`src/rtl/modin_pkg.sv`:
```
package modin_pkg;
  // {gain_up, ~headroom_n}
  typedef enum logic [1:0] {
    GAIN_UNITY  = 2'b00,
    GAIN_HALF   = 2'b01,
    GAIN_QUAD   = 2'b10,
    GAIN_DOUBLE = 2'b11
  } gain_mode_e;
endpackage

```
`src/rtl/mod_gain_stage.sv`:
```
module mod_gain_stage
  import modin_pkg::*;
#(
  parameter int IN_W  = 24,
  parameter int OUT_W = 24
) (
  input  logic             clk_i,
  input  logic             rst_ni,
  input  logic [IN_W-1:0]  sample_i,
  input  logic             valid_i,
  input  gain_mode_e       mode_i,
  input  logic             mute_i,
  output logic [OUT_W-1:0] sample_o
);
  localparam int BASE_W = (IN_W > OUT_W) ? IN_W : OUT_W;
  localparam int EXT_W  = BASE_W + 3;
  localparam logic signed [EXT_W-1:0] SAT_MAX =
    {{(EXT_W-OUT_W+1){1'b0}}, {(OUT_W-1){1'b1}}};
  localparam logic signed [EXT_W-1:0] SAT_MIN =
    {{(EXT_W-OUT_W+1){1'b1}}, {(OUT_W-1){1'b0}}};

  logic signed [EXT_W-1:0] ext;
  logic signed [EXT_W-1:0] scaled;
  logic        [OUT_W-1:0] sat;
  logic        [OUT_W-1:0] sample_q;

  assign ext = {{(EXT_W-IN_W){sample_i[IN_W-1]}}, sample_i};

  // halve before gain so both apply as net x2
  always_comb begin
    unique case (mode_i)
      GAIN_HALF:   scaled = ext >>> 1;
      GAIN_QUAD:   scaled = ext <<< 2;
      GAIN_DOUBLE: scaled = (ext >>> 1) <<< 2;
      default:     scaled = ext;
    endcase
  end

  always_comb begin
    if (scaled > SAT_MAX)      sat = SAT_MAX[OUT_W-1:0];
    else if (scaled < SAT_MIN) sat = SAT_MIN[OUT_W-1:0];
    else                       sat = scaled[OUT_W-1:0];
  end

  always_ff @(posedge clk_i or negedge rst_ni) begin
    if (!rst_ni)      sample_q <= '0;
    else if (mute_i)  sample_q <= '0;
    else if (valid_i) sample_q <= sat;
  end

  assign sample_o = sample_q;
endmodule

```
`src/rtl/clip_stretcher.sv`:
```
module clip_stretcher #(
  parameter int N_FLAGS = 5,
  parameter int CNT_W   = 24
) (
  input  logic               clk_i,
  input  logic               rst_ni,
  input  logic [N_FLAGS-1:0] flags_i,
  output logic               clip_o
);
  logic             any_clip;
  logic [CNT_W-1:0] hold_q;

  assign any_clip = |flags_i;

  // retrigger reloads the full window
  always_ff @(posedge clk_i or negedge rst_ni) begin
    if (!rst_ni)              hold_q <= '0;
    else if (any_clip)        hold_q <= '1;
    else if (hold_q != '0)    hold_q <= hold_q - 1'b1;
  end

  assign clip_o = (hold_q != '0);
endmodule

```
`src/rtl/mod_input_conditioner.sv`:
```
module mod_input_conditioner
  import modin_pkg::*;
#(
  parameter int IN_W      = 24,
  parameter int OUT_W     = 24,
  parameter int N_INT     = 5,
  parameter int STRETCH_W = 24
) (
  input  logic             clk_i,
  input  logic             rst_ni,
  input  logic [IN_W-1:0]  sample_i,
  input  logic             valid_i,
  input  logic             gain_up_i,
  input  logic             headroom_n_i,
  input  logic             mute_i,
  input  logic [N_INT-1:0] clip_flags_i,
  output logic [OUT_W-1:0] sample_o,
  output logic             clip_o
);
  gain_mode_e mode;

  assign mode = gain_mode_e'({gain_up_i, ~headroom_n_i});

  mod_gain_stage #(
    .IN_W (IN_W),
    .OUT_W(OUT_W)
  ) u_gain (
    .clk_i   (clk_i),
    .rst_ni  (rst_ni),
    .sample_i(sample_i),
    .valid_i (valid_i),
    .mode_i  (mode),
    .mute_i  (mute_i),
    .sample_o(sample_o)
  );

  clip_stretcher #(
    .N_FLAGS(N_INT),
    .CNT_W  (STRETCH_W)
  ) u_clip (
    .clk_i  (clk_i),
    .rst_ni (rst_ni),
    .flags_i(clip_flags_i),
    .clip_o (clip_o)
  );
endmodule

```
`config.mk`:
```
export PLATFORM = sky130hd
export DESIGN_NAME = mod_input_conditioner
export DESIGN_NICKNAME = d
export VERILOG_FILES = /design/src/rtl/modin_pkg.sv /design/src/rtl/mod_gain_stage.sv /design/src/rtl/clip_stretcher.sv /design/src/rtl/mod_input_conditioner.sv
export SDC_FILE = /design/constraint.sdc
export NUM_CORES = 1
export LEC_CHECK = 0
export BUFFER_PORTS_ARGS = -buffer_cell sky130_fd_sc_hd__buf_2
export CORE_ASPECT_RATIO = 1.4
export CORE_MARGIN = 10
export CORE_UTILIZATION = 55
export DETAILED_ROUTE_END_ITERATION = 10
export PLACE_DENSITY = 0.8
export SETUP_SLACK_MARGIN = 0.02
export SLEW_MARGIN = 10
export SYNTH_ARGS = -nofsm -noshare
export SYNTH_HDL_FRONTEND = slang
export SYNTH_SLANG_ARGS = --single-unit
```
`constraint.sdc`:
```
create_clock -name clk_i -period 2.4 [get_ports clk_i]
set_input_delay 0.12 -clock clk_i [delete_from_list [all_inputs] [get_ports clk_i]]
set_output_delay 0.12 -clock clk_i [all_outputs]
set_load 0.02 [all_outputs]
```
# Yosys cells after proc, flatten, opt, wreduce, memory -nomap -nowiden
# Cells that the tools add are included.
[classes]
n_mux = 7
n_bitwise = 1
reduce_logical = 4
magnitude_cmp = 2
add_sub_neg = 1
eq_ne = 3
[ops]
columns = ["cell", "count"]
rows = [
  ["24-bit 2-to-1 mux", 6],
  ["25-bit case mux with 3 select lines", 1],
  ["26-bit by 24-bit > comparator with 1-bit output, second input constant", 1],
  ["26-bit by 24-bit < comparator with 1-bit output, second input constant", 1],
  ["24-bit nonzero test", 1],
  ["24-bit by 1-bit subtractor with 24-bit output, second input constant", 1],
  ["5-bit OR reduction", 1],
  ["2-bit == test, second input constant", 2],
  ["2-bit nonzero test", 2],
  ["2-bit by 1-bit == test with 1-bit output, second input constant", 1],
  ["1-bit NOT", 1],
]
[word_totals]
register_bits = 48
input_bits = 35
output_inout_bits = 25

# Depth between registers and ports, before layout
[logic_depth]
ltp_word = 8
ltp_mapped = 9

# Cells and area by module
# Synthesis repeated with hierarchy kept, for this count alone.
[unflattened]
cells_unflattened = 294
hier_area_um2 = 2969.1
[modules_own_cells]
columns = ["module", "n_inst", "area_each_um2", "cells_each", "seq_area_each_um2"]
rows = [
  ["mod_gain_stage", 1, 1614.0, 148, 600.6],
  ["clip_stretcher", 1, 1351.3, 145, 600.6],
  ["mod_input_conditioner", 1, 3.8, 1, 0.0],
]

# Worst setup path after synthesis
# No wires, ideal clock.
[synth_timing]
path_kind = "register to register"
startpoint = "register u_clip.hold_q[0]"
endpoint = "register u_clip.hold_q[0]"
setup_time_ns = 0.121
arrival_ns = 1.776
stages_incl_launch_ff = 10
path_slack_ns = 0.503
synth_period_minus_slack_ns = 1.897
path_cell_list = "dfrtp_1 > inv_1 > ha_1 > nor4b_4 > nand4_2 > buf_6 > or2_1 > buf_6 > xnor2_1 > nand2b_1"
[synth_via]
elab_chain_len = 3
word_cells_on_any_way = 5
cone_classes = "1 x add/sub; 2 x mux; 2 x reduce/logical"
[synth_lines]
columns = ["element", "line", "source"]
rows = [
  ["start, declared", "clip_stretcher.sv:11", "logic [CNT_W-1:0] hold_q;"],
  ["start signal, assigned", "clip_stretcher.sv:19", "else if (hold_q != '0) hold_q <= hold_q - 1'b1;"],
  ["24-bit by 1-bit subtractor with 24-bit output", "clip_stretcher.sv:19", ""],
  ["24-bit 2-to-1 mux", "clip_stretcher.sv:19", ""],
  ["24-bit 2-to-1 mux", "clip_stretcher.sv:18", "else if (any_clip) hold_q <= '1;"],
]
# Parallel ways exist; a longest one is shown, timed or not. The select of a mux whose other input is x is not followed.
# A chain may end at the register's enable or synchronous reset.

# Worst setup path after layout
[layout_timing]
startpoint = "register u_clip.hold_q[0]"
endpoint = "output port clip_o"
[layout_via]
elab_chain_len = 1
[layout_lines]
columns = ["element", "line", "source"]
rows = [
  ["24-bit nonzero test", "clip_stretcher.sv:22", "assign clip_o = (hold_q != '0);"],
  ["end, declared", "mod_input_conditioner.sv:18", "output logic clip_o"],
]
# No other way between the ends.

==> results_dict.tcl <==
set metrics [dict create \
    grt_pass1_vias 2572 \
    fillers 464 \
    place.port_buffers 59 \
    power.density_mw_per_mm2 502 \
    p_comb_share_pct 18.1 \
    setup_viol 0 \
    vias_per_cell 5.66 \
    start_util_pct 55.8 \
    p_int_w 0.00119 \
    critPathCapture "clip_o" \
    cts_setup_buffers 0 \
    post-place-cells 438 \
    synthFlopType "dfrtp_1" \
    drive_gt1_share_pct 23.6 \
    finClkSkew_ns 0.00233 \
    ant_nets 0 \
    grt_pass1_wl_um 11900 \
    setup_ws_ns 0.213 \
    rr_worst_depth 7 \
    hold_class "in2reg" \
    syn_inst 327 \
    power.leakage_nw 1.43 \
    max-slew-margin-rel_pct 53.5 \
    min_period_ns 2.19 \
    syn-cell-area_mm2 0.00286 \
    num_io_pins 60 \
    wire_per_inst_um 15.4 \
    std_cell_rows 31 \
    synth.distinct_cells 50 \
    dr.first_iter.drc_count 117 \
    worst-path-stages 6 \
    fin_nets 416 \
    clk_pin_slew_ns 0.08 \
    crit_slowest_cell "or3_1" \
    cts_made_buffers 5 \
    htreeDepth 2 \
    async_reset_ff_share_pct 100 \
    place.gp.congestion 0.856 \
    dpl_cell_area_mm2 0.00319 \
    die_area_mm2 0.00851 \
    required_ns 2.28 \
    arrival_ns 2.07 \
    grt_busiest_layer "met2" \
    area_growth_pct 15.6 \
    finalSetupTns_ns 0 \
    syn_nets 363 \
    startpoint_type "flop" \
    place_ws_ns 0.233 \
    drc 0 \
    use_met3_pct 4.42 \
    tightest_slew_ns 0.698 \
    post-dp-hpwl_um 5370 \
    first_pass_iters 5 \
    max_freq_mhz 457 \
    wirelength_um 6890 \
    core-area_mm2 0.00512 \
    use_met2_pct 29.6 \
    max_stage_delay_ns 0.42 \
    drv_cap 0 \
    ys_seq_area_share_pct 42.1 \
    reg2reg_from "u_clip.hold_q[0]$_DFFE_PN0P_" \
    antenna_found_initial 0 \
    p_sw_w 0.000472 \
    slew_viol_final 0 \
    crit_path_cell_trace "inv_1 -> ha_1 -> nor4b_4 -> nand2_1 -> or3_1 -> buf_2" \
    grt_max_degree 28 \
    clockBufferDepth 2 \
    yosys.area.top_type_share_pct 42.1 \
    p_clk_share_pct 30.2 \
    worstSetupPathType "reg2out" \
    status "complete, no violations" \
    die_h_um 105 \
    fp.dieW_um 80.9 \
    cts_tree "yes" \
    mostFrequentLayoutCells "59 x buf_2, 54 x nand2_1, 48 x dfrtp_1, 29 x nor2_1, 23 x mux2i_1" \
    syn_area_per_cell_um2 8.73 \
    clock_latency_ns 0.30 \
    num_vias 2528 \
    synth-seq-cells 48 \
    finalInstanceArea_mm2 0.00330 \
    yosysTopAreaCell "dfrtp_1" \
    cp_top_family "simple AND/OR/NAND/NOR gates" \
    path_max_fanout 5 \
    fin_cells 447 \
    vdd_ir_drop_max_mv 0.326 \
    hp-start "sample_i[23]" \
    cts.sinks 48 \
    yosysWarnings 0 \
    grt_use_met1_pct 19.3 \
    grt_util_all_layers_pct 16.9 \
    finalCritPeriodShare_pct 91.1 \
    synth_top_cells_by_area "dfrtp_1 42%, mux2i_1 8.1%, nand2_1 7.2%" \
    crit_buf_inv 2 \
    cts_root_buf "clkbuf_8" \
    hold_violations 0 \
    r2r-end "u_clip.hold_q[0]$_DFFE_PN0P_" \
    critPathCaptureType "output port" \
    ff2ff_setup_slack_ns 0.23 \
    globalRouteOverflowTotal 0 \
    diodes 0 \
    seqPwrFrac_pct 51.7 \
    layout_commonest_cell "buf_2" \
    synth_edf_count 0 \
    crit_start "u_clip.hold_q[0]$_DFFE_PN0P_" \
    switching_share_pct 28.5 \
]
[logic make-up (layout without fill, tap and decap cells)]
group,after synthesis,after routing,share of synthesized area (%)
buffers and inverters,27,81,4.29
AOI/OAI and AO/OA,65,65,14.0
xor gates and xnor gates,9,9,2.76
and+or+nand+nor,153,153,28.0
adders and majority gates,1,1,0.438
DFF,48,48,42.1
muxes,24,24,8.46
[tightest hold or removal path, cell delays in order]
cell	delay [ns]
buf_2	0.14
mux2i_1	0.08
nor2_1	0.09
[state kept, by name (all words and copies together) (netlist names)]
| signal | count |
|---|---|
| u_clip.hold_q | 24 |
| u_gain.sample_o | 24 |
[metrics by stage]
stage / total power (W) / hold WS [ns] / utilization [%]
final: 0.00166 / 0.174 / 64.5
after global routing: 0.00174 / 0.192 / 64.5
after CTS: 0.00167 / 0.171 / 64.4
after detailed placement: 0.00118 / 0.135 / 62.4
after global placement: 0.00117 / 0.134 / 62.4
after floorplan: 0.00105 / -0.176 / -
[what timing repair did]
action / 4_1_cts / 5_1_grt
hold buffers: 1 / 0
endpoints found under the hold margin: 24 / 0
resized for setup: 0 / 1
endpoints found under the setup margin: 0 / 1
[metal layers]
layer  wire length (µm)  part of all wire [%]
met1               2700                    39
met2               3690                    54
met3                393                   5.7
met4                101                   1.5
met5                  0                     0
[worst min-delay path by stage]
stage,cells after the start,slack [ns],end
after floorplan,0,-0.18,u_clip.hold_q[0]$_DFFE_PN0P_
after global placement,1,0.13,u_clip.hold_q[17]$_DFFE_PN0P_
after detailed placement,1,0.14,u_clip.hold_q[5]$_DFFE_PN0P_
after CTS,3,0.17,u_gain.sample_o[23]$_DFFE_PN0P_
after global routing,3,0.19,u_gain.sample_o[23]$_DFFE_PN0P_
final,3,0.17,u_gain.sample_o[23]$_DFFE_PN0P_
[layout make-up]
class	instances	area, µm²	area share [%]
multi-input cells	252	1540	46.6
flip-flops and latches	48	1200	36.4
repair buffers	68	365	11.1
clock buffers	7	86.3	2.62
well taps	66	82.6	2.50
inverters	5	18.8	0.569
clock inverters	1	7.51	0.227
[power groups by stage]
stage	Combinational (W)	Sequential, W	Clock [W]
after CTS	0.000304	0.000857	0.000512
after global routing	0.000338	0.000860	0.000539
after global placement	0.000296	0.000872	0
after floorplan	0.000144	0.000911	0
final	0.000300	0.000856	0.000501
after detailed placement	0.000302	0.000873	0
[synthesized netlist by cell type, drive strengths merged, types with 2 or more instances]
library cell,instances
clkbuf,15
or3,8
nor3,23
nor4,7
o31ai,2
nor4b,3
a31oi,18
o21ai,20
or4,2
a21oi,13
and3,3
o211ai,6
nand4,3
buf,7
or2,3
dfrtp,48
mux2i,23
and2,2
o31a,2
nand2,55
nand3,6
nand2b,5
xnor2,4
nor2,29
inv,5
xor2,5
Note: power is estimated with default switching activity, not from simulation.
